**src/rtl/axil_reg_bridge_pkg.sv**
```systemverilog
package axil_reg_bridge_pkg;

  typedef enum logic [2:0] {
    ST_IDLE    = 3'd0,
    ST_WR_WAIT = 3'd1,
    ST_WR_RESP = 3'd2,
    ST_RD_WAIT = 3'd3,
    ST_RD_RESP = 3'd4
  } brg_state_t;

  localparam int RESP_W = 2;
  localparam logic [RESP_W-1:0] RESP_OKAY   = 2'b00;
  localparam logic [RESP_W-1:0] RESP_SLVERR = 2'b10;

endpackage

```
**src/rtl/axil_rst_sync.sv**
```systemverilog
module axil_rst_sync #(
  parameter int STAGES = 2
) (
  input  logic clk,
  input  logic rst_n,
  output logic rst_sync_n
);
  logic [STAGES-1:0] pipe_q;
  logic [STAGES-1:0] pipe_d;

  always_comb begin
    pipe_d = {pipe_q[STAGES-2:0], 1'b1};
  end

  always_ff @(posedge clk or negedge rst_n) begin
    if (!rst_n) pipe_q <= '0;
    else        pipe_q <= pipe_d;
  end

  assign rst_sync_n = pipe_q[STAGES-1];
endmodule

```
**src/rtl/axil_chan_hold.sv**
```systemverilog
module axil_chan_hold #(
  parameter int W = 8
) (
  input  logic         clk,
  input  logic         rst_n,
  input  logic         open,
  input  logic         vld,
  input  logic [W-1:0] din,
  input  logic         drop,
  output logic         rdy,
  output logic         held,
  output logic [W-1:0] q
);
  logic         take;
  logic         held_d;
  logic [W-1:0] q_d;

  assign rdy  = open && !held;
  assign take = vld && rdy;

  always_comb begin
    held_d = held;
    q_d    = q;
    if (take) begin
      held_d = 1'b1;
      q_d    = din;
    end else if (drop) begin
      held_d = 1'b0;
    end
  end

  always_ff @(posedge clk or negedge rst_n) begin
    if (!rst_n) begin
      held <= 1'b0;
      q    <= '0;
    end else begin
      held <= held_d;
      if (take) q <= q_d;
    end
  end
endmodule

```
**src/rtl/axil_reg_seq.sv**
```systemverilog
module axil_reg_seq
  import axil_reg_bridge_pkg::*;
#(
  parameter int DATA_W = 32
) (
  input  logic              clk,
  input  logic              rst_n,
  input  logic              aw_held,
  input  logic              w_held,
  input  logic              ar_held,
  input  logic              wr_ack,
  input  logic              rd_rdy,
  input  logic              bad_addr,
  input  logic [DATA_W-1:0] rd_data,
  input  logic              bready,
  input  logic              rready,
  output logic              idle,
  output logic              wsel,
  output logic              wr_req,
  output logic              rd_req,
  output logic              drop_wr,
  output logic              drop_rd,
  output logic              wr_waiting,
  output logic              rd_waiting,
  output logic              bvalid,
  output logic [RESP_W-1:0] bresp,
  output logic              rvalid,
  output logic [RESP_W-1:0] rresp,
  output logic [DATA_W-1:0] rdata
);
  brg_state_t        state_q, state_d;
  logic              wr_req_d, rd_req_d;
  logic              wsel_d;
  logic              wsel_en;
  logic [RESP_W-1:0] resp_d;
  logic [DATA_W-1:0] rdata_d;

  always_comb begin
    state_d  = state_q;
    wr_req_d = 1'b0;
    rd_req_d = 1'b0;
    drop_wr  = 1'b0;
    drop_rd  = 1'b0;
    unique case (state_q)
      ST_IDLE: begin
        if (aw_held && w_held) begin
          state_d  = ST_WR_WAIT;
          wr_req_d = 1'b1;
        end else if (ar_held) begin
          state_d  = ST_RD_WAIT;
          rd_req_d = 1'b1;
        end
      end
      ST_WR_WAIT: begin
        if (wr_ack) begin
          state_d = ST_WR_RESP;
          drop_wr = 1'b1;
        end
      end
      ST_WR_RESP: if (bready) state_d = ST_IDLE;
      ST_RD_WAIT: begin
        if (rd_rdy) begin
          state_d = ST_RD_RESP;
          drop_rd = 1'b1;
        end
      end
      ST_RD_RESP: if (rready) state_d = ST_IDLE;
      default:    state_d = ST_IDLE;
    endcase
  end

  assign wsel_en = wr_req_d || rd_req_d;
  assign wsel_d  = wr_req_d;
  assign resp_d  = bad_addr ? RESP_SLVERR : RESP_OKAY;
  assign rdata_d = bad_addr ? '0 : rd_data;

  always_ff @(posedge clk or negedge rst_n) begin
    if (!rst_n) begin
      state_q <= ST_IDLE;
      wr_req  <= 1'b0;
      rd_req  <= 1'b0;
      wsel    <= 1'b0;
      bresp   <= RESP_OKAY;
      rresp   <= RESP_OKAY;
      rdata   <= '0;
    end else begin
      state_q <= state_d;
      wr_req  <= wr_req_d;
      rd_req  <= rd_req_d;
      if (wsel_en) wsel  <= wsel_d;
      if (drop_wr) bresp <= resp_d;
      if (drop_rd) begin
        rresp <= resp_d;
        rdata <= rdata_d;
      end
    end
  end

  assign idle       = (state_q == ST_IDLE);
  assign wr_waiting = (state_q == ST_WR_WAIT);
  assign rd_waiting = (state_q == ST_RD_WAIT);
  assign bvalid     = (state_q == ST_WR_RESP);
  assign rvalid     = (state_q == ST_RD_RESP);
endmodule

```
**src/rtl/axil_reg_bridge.sv**
```systemverilog
module axil_reg_bridge
  import axil_reg_bridge_pkg::*;
#(
  parameter int ADDR_W = 8,
  parameter int DATA_W = 32
) (
  input  logic              clk,
  input  logic              rst_n,
  input  logic [ADDR_W-1:0] s_awaddr,
  input  logic              s_awvalid,
  output logic              s_awready,
  input  logic [DATA_W-1:0] s_wdata,
  input  logic              s_wvalid,
  output logic              s_wready,
  output logic [1:0]        s_bresp,
  output logic              s_bvalid,
  input  logic              s_bready,
  input  logic [ADDR_W-1:0] s_araddr,
  input  logic              s_arvalid,
  output logic              s_arready,
  output logic [DATA_W-1:0] s_rdata,
  output logic [1:0]        s_rresp,
  output logic              s_rvalid,
  input  logic              s_rready,
  output logic [ADDR_W-1:0] usr_addr,
  output logic [DATA_W-1:0] usr_wr_data,
  output logic              usr_wr_req,
  input  logic              usr_wr_ack,
  output logic              usr_rd_req,
  input  logic [DATA_W-1:0] usr_rd_data,
  input  logic              usr_rd_rdy,
  input  logic              usr_bad_addr
);
  logic              rst_core_n;
  logic              idle;
  logic              wsel;
  logic              drop_wr, drop_rd;
  logic              aw_held, w_held, ar_held;
  logic [ADDR_W-1:0] aw_q, ar_q;
  logic              wr_waiting, rd_waiting;

  axil_rst_sync #(.STAGES(2)) u_rst (
    .clk        (clk),
    .rst_n      (rst_n),
    .rst_sync_n (rst_core_n)
  );

  axil_chan_hold #(.W(ADDR_W)) u_aw (
    .clk (clk), .rst_n (rst_core_n), .open (idle),
    .vld (s_awvalid), .din (s_awaddr), .drop (drop_wr),
    .rdy (s_awready), .held (aw_held), .q (aw_q)
  );

  axil_chan_hold #(.W(DATA_W)) u_w (
    .clk (clk), .rst_n (rst_core_n), .open (idle),
    .vld (s_wvalid), .din (s_wdata), .drop (drop_wr),
    .rdy (s_wready), .held (w_held), .q (usr_wr_data)
  );

  axil_chan_hold #(.W(ADDR_W)) u_ar (
    .clk (clk), .rst_n (rst_core_n), .open (idle),
    .vld (s_arvalid), .din (s_araddr), .drop (drop_rd),
    .rdy (s_arready), .held (ar_held), .q (ar_q)
  );

  axil_reg_seq #(.DATA_W(DATA_W)) u_seq (
    .clk        (clk),
    .rst_n      (rst_core_n),
    .aw_held    (aw_held),
    .w_held     (w_held),
    .ar_held    (ar_held),
    .wr_ack     (usr_wr_ack),
    .rd_rdy     (usr_rd_rdy),
    .bad_addr   (usr_bad_addr),
    .rd_data    (usr_rd_data),
    .bready     (s_bready),
    .rready     (s_rready),
    .idle       (idle),
    .wsel       (wsel),
    .wr_req     (usr_wr_req),
    .rd_req     (usr_rd_req),
    .drop_wr    (drop_wr),
    .drop_rd    (drop_rd),
    .wr_waiting (wr_waiting),
    .rd_waiting (rd_waiting),
    .bvalid     (s_bvalid),
    .bresp      (s_bresp),
    .rvalid     (s_rvalid),
    .rresp      (s_rresp),
    .rdata      (s_rdata)
  );

  assign usr_addr = wsel ? aw_q : ar_q;
endmodule

```
**config.mk**
```make
export PLATFORM = sky130hd
export DESIGN_NAME = axil_reg_bridge
export DESIGN_NICKNAME = d
export VERILOG_FILES = /design/src/rtl/axil_reg_bridge_pkg.sv /design/src/rtl/axil_rst_sync.sv /design/src/rtl/axil_chan_hold.sv /design/src/rtl/axil_reg_seq.sv /design/src/rtl/axil_reg_bridge.sv
export SDC_FILE = /design/constraint.sdc
export NUM_CORES = 1
export LEC_CHECK = 0
export BUFFER_PORTS_ARGS = -buffer_cell sky130_fd_sc_hd__buf_2
export CAP_MARGIN = 20
export CORE_MARGIN = 10
export CORE_UTILIZATION = 51
export DETAILED_ROUTE_END_ITERATION = 6
export GPL_ROUTABILITY_DRIVEN = 0
export PLACE_DENSITY = 0.91
export SETUP_SLACK_MARGIN = 0.5
export SLEW_MARGIN = 40
export SYNTH_ARGS = -nofsm -noshare
export SYNTH_HDL_FRONTEND = slang
export SYNTH_SLANG_ARGS = --single-unit
```
**constraint.sdc**
```tcl
create_clock -name clk -period 6.3 [get_ports clk]
set_input_delay 0.315 -clock clk [delete_from_list [all_inputs] [get_ports clk]]
set_output_delay 0.315 -clock clk [all_outputs]
set_load 0.03 [all_outputs]
```
==> results.ini <==
[setup_path]
timing.rr.start=u_seq.state_q[0]
critical_path_class=flop to primary output
cpPeakStageDelay_ns=0.52
reg2regPathDepth=3
crit_end=s_arready
r2r_slack_ns=4.24
crit_path_cell_trace=or3_1 > nor2_1 > buf_2
path_delay_family=simple AND/OR/NAND/NOR gates
path_buf_inv=1
cp_max_fo=12
critPathCaptureType=primary output
setup.worst_path.start_class=flop
arrival_ns=1.75
critPathRequiredTime_ns=5.98
cp-startpoint=u_seq.state_q[0]
worst-path-stages=3
regToRegEndpoint=u_w.q[11]
crit_slowest_cell=dfrtp_1

[floorplanning]
coreArea_um2=7370
fp.dieArea_um2=11630
start_util_pct=53.38
io_pins=173
dieWidth_um=107.8
placementRows=31
die_h_um=107.8

[placement]
io_buffers=170
placed_cells=560
dpl.hpwl_um=8179
place_ws_ns=4.248
placed_area_um2=4831

[sta]
setup_ws_ns=4.231
skew_ns=0.01361
period_needed_ns=2.069
hold_violations=0
setup_tns_ns=0
finalSetupViolCount=0
slew_headroom_pct=53.15
tightest_slew_ns=0.7028
timing.final.crit_share_pct=32.85
drv_slew=0
rsz0062_at_grt=no
fmax_mhz=483.3

[routing]
finalWirelength_um=10570
routed-via-count=2859
wl_per_cell_um=18.31
drt_iter0_drc=85
drc=0
ant_nets=0
via_per_inst=4.955
firstDrtPassIters=4

[cells_and_area]
fin_nets=563
final_common_cell=buf_2
mostFrequentLayoutCells=buf_2, dfrtp_1, nand2_1
nFillCells=563
syn_to_final_growth_pct=29.33
drive_gt1_share_pct=52.30
stdcell_count=577
fin_area_um2=5087
num_antenna_cells=0

[cts]
cts_max_level=3
cts.repair.resized=0
post-cts-setup-buffers=0
cts_hold_buf=1
cts_tree=yes
clock_latency_ns=0.36
cts.path.max_buffers=2
cts_made_buffers=9
clkTransAtPathRegs_ns=0.09
root_buffer=clkbuf_8
clock-sinks=93

[synthesis]
syn_area_per_cell_um2=12.86
synthArstFlopShare_pct=100.0
ys_types=29
ys.flop_type=dfrtp_1
yosysSeqAreaShare_pct=59.16
syn_inst=306
synth-edff-count=0
yosys_register_bits=93
synth_area_um2=3934
ys_warn_count=0

[outcome]
run_status=completed

[global_routing]
grt_use_total_pct=17.81
grt_overflow=0
grt_pass1_vias=3005
grt_first_pass_wirelength_um=16070
antenna_found_initial=0
grt_max_degree=92

[pwr]
power.total_uw=2858
ir_worst_vdd_v=0.0002480
power-per-cell-area_nw_per_um2=561.8
p_leak_uw=0.002754

[job]
drv_cap=0

[worst_hold_path]
hold_class=input port to flop

-- stage by stage --
stage	hold WS [ns]	util (%)
6_report	0.1571	69.03
5_1_grt	0.1556	69.03
4_1_cts	0.1466	69.00
3_5_place_dp	0.1025	65.55
3_3_place_gp	0.1000	65.50
2_1_floorplan	0.01941	-
-- cell type report --
| type | count | area (um^2) | area share, % |
|---|---|---|---|
| Clock buffer | 10 | 127.6 | 2.509 |
| Inverter | 3 | 11.26 | 0.2213 |
| Sequential cell | 93 | 2331 | 45.82 |
| Multi-Input combinational cell | 193 | 1495 | 29.39 |
| Clock inverter | 6 | 116.4 | 2.287 |
| Timing Repair Buffer | 173 | 882.1 | 17.34 |
| Tap cell | 99 | 123.9 | 2.435 |
-- worst min path at each step --
stage          startpoint               end  slack, ns  depth (start not counted)
4_1_cts          s_rready  u_seq.state_q[2]       0.15                          2
3_3_place_gp        rst_n   u_rst.pipe_q[0]        0.1                          1
5_1_grt        s_wdata[4]          u_w.q[4]       0.16                          2
6_report         s_rready  u_seq.state_q[2]       0.16                          2
3_5_place_dp        rst_n   u_rst.pipe_q[0]       0.10                          1
2_1_floorplan       rst_n   u_rst.pipe_q[0]       0.02                          0
-- layer usage --
layer	part of all wire (%)	global-route usage (%)	vias up
met1	38	19.58	1356
met5	0	0	-
li1	-	-	1363
met2	49	30.05	131
met4	0.97	3.817	0
met3	12	9.222	9
-- where the power goes --
part | leakage [uW] | switching, uW | internal (uW)
Clock | 0.000121 | 211 | 267
Combinational | 0.00148 | 835 | 501
Sequential | 0.00116 | 181 | 864
-- worst register-to-register path: stages, from the launching register on --
cell and delay, ns:
dfrtp_1 0.52, nor3_4 0.41, nand3b_4 0.53, mux2_4 0.50
-- sequential cells by signal (all words and copies together), names as in the netlist --
name           cells
u_rst.pipe_q       2
u_seq.rresp        1
u_seq.rdata       32
u_seq.wr_req       1
u_ar.held          1
u_w.held           1
u_aw.q             8
u_seq.state_q      3
u_aw.held          1
u_w.q             32
u_seq.rd_req       1
u_ar.q             8
u_seq.bresp        1
u_seq.wsel         1
-- cell families (layout without fill, tap and decap cells) --
kind of cell | Yosys count | count (layout) | synth area share [%]
compound gates | 43 | 43 | 5.916
buf+inv | 21 | 192 | 2.926
other cells | 2 | 3 | 0.1909
flops | 93 | 93 | 59.16
mux | 58 | 58 | 19.47
simple gates | 89 | 89 | 12.34
-- synth_stat cells (2+ instances only) --
cell type  instances  area share [%]
a21oi_1            4            0.51
and3_1             2            0.32
buf_2              5            0.64
buf_4              2            0.38
buf_6              3            0.86
clkbuf_1           7            0.67
conb_1             2            0.19
dfrtp_1           93              59
inv_1              3            0.29
mux2_2            28             8.0
mux2_4            30              11
nand2_1           38             3.6
nand2b_1          34             5.4
nand3b_2           2            0.57
nor2_1             6            0.57
o21ai_0           33             4.2
o2bb2ai_1          2            0.45
Power figures use the tool's default switching activity.
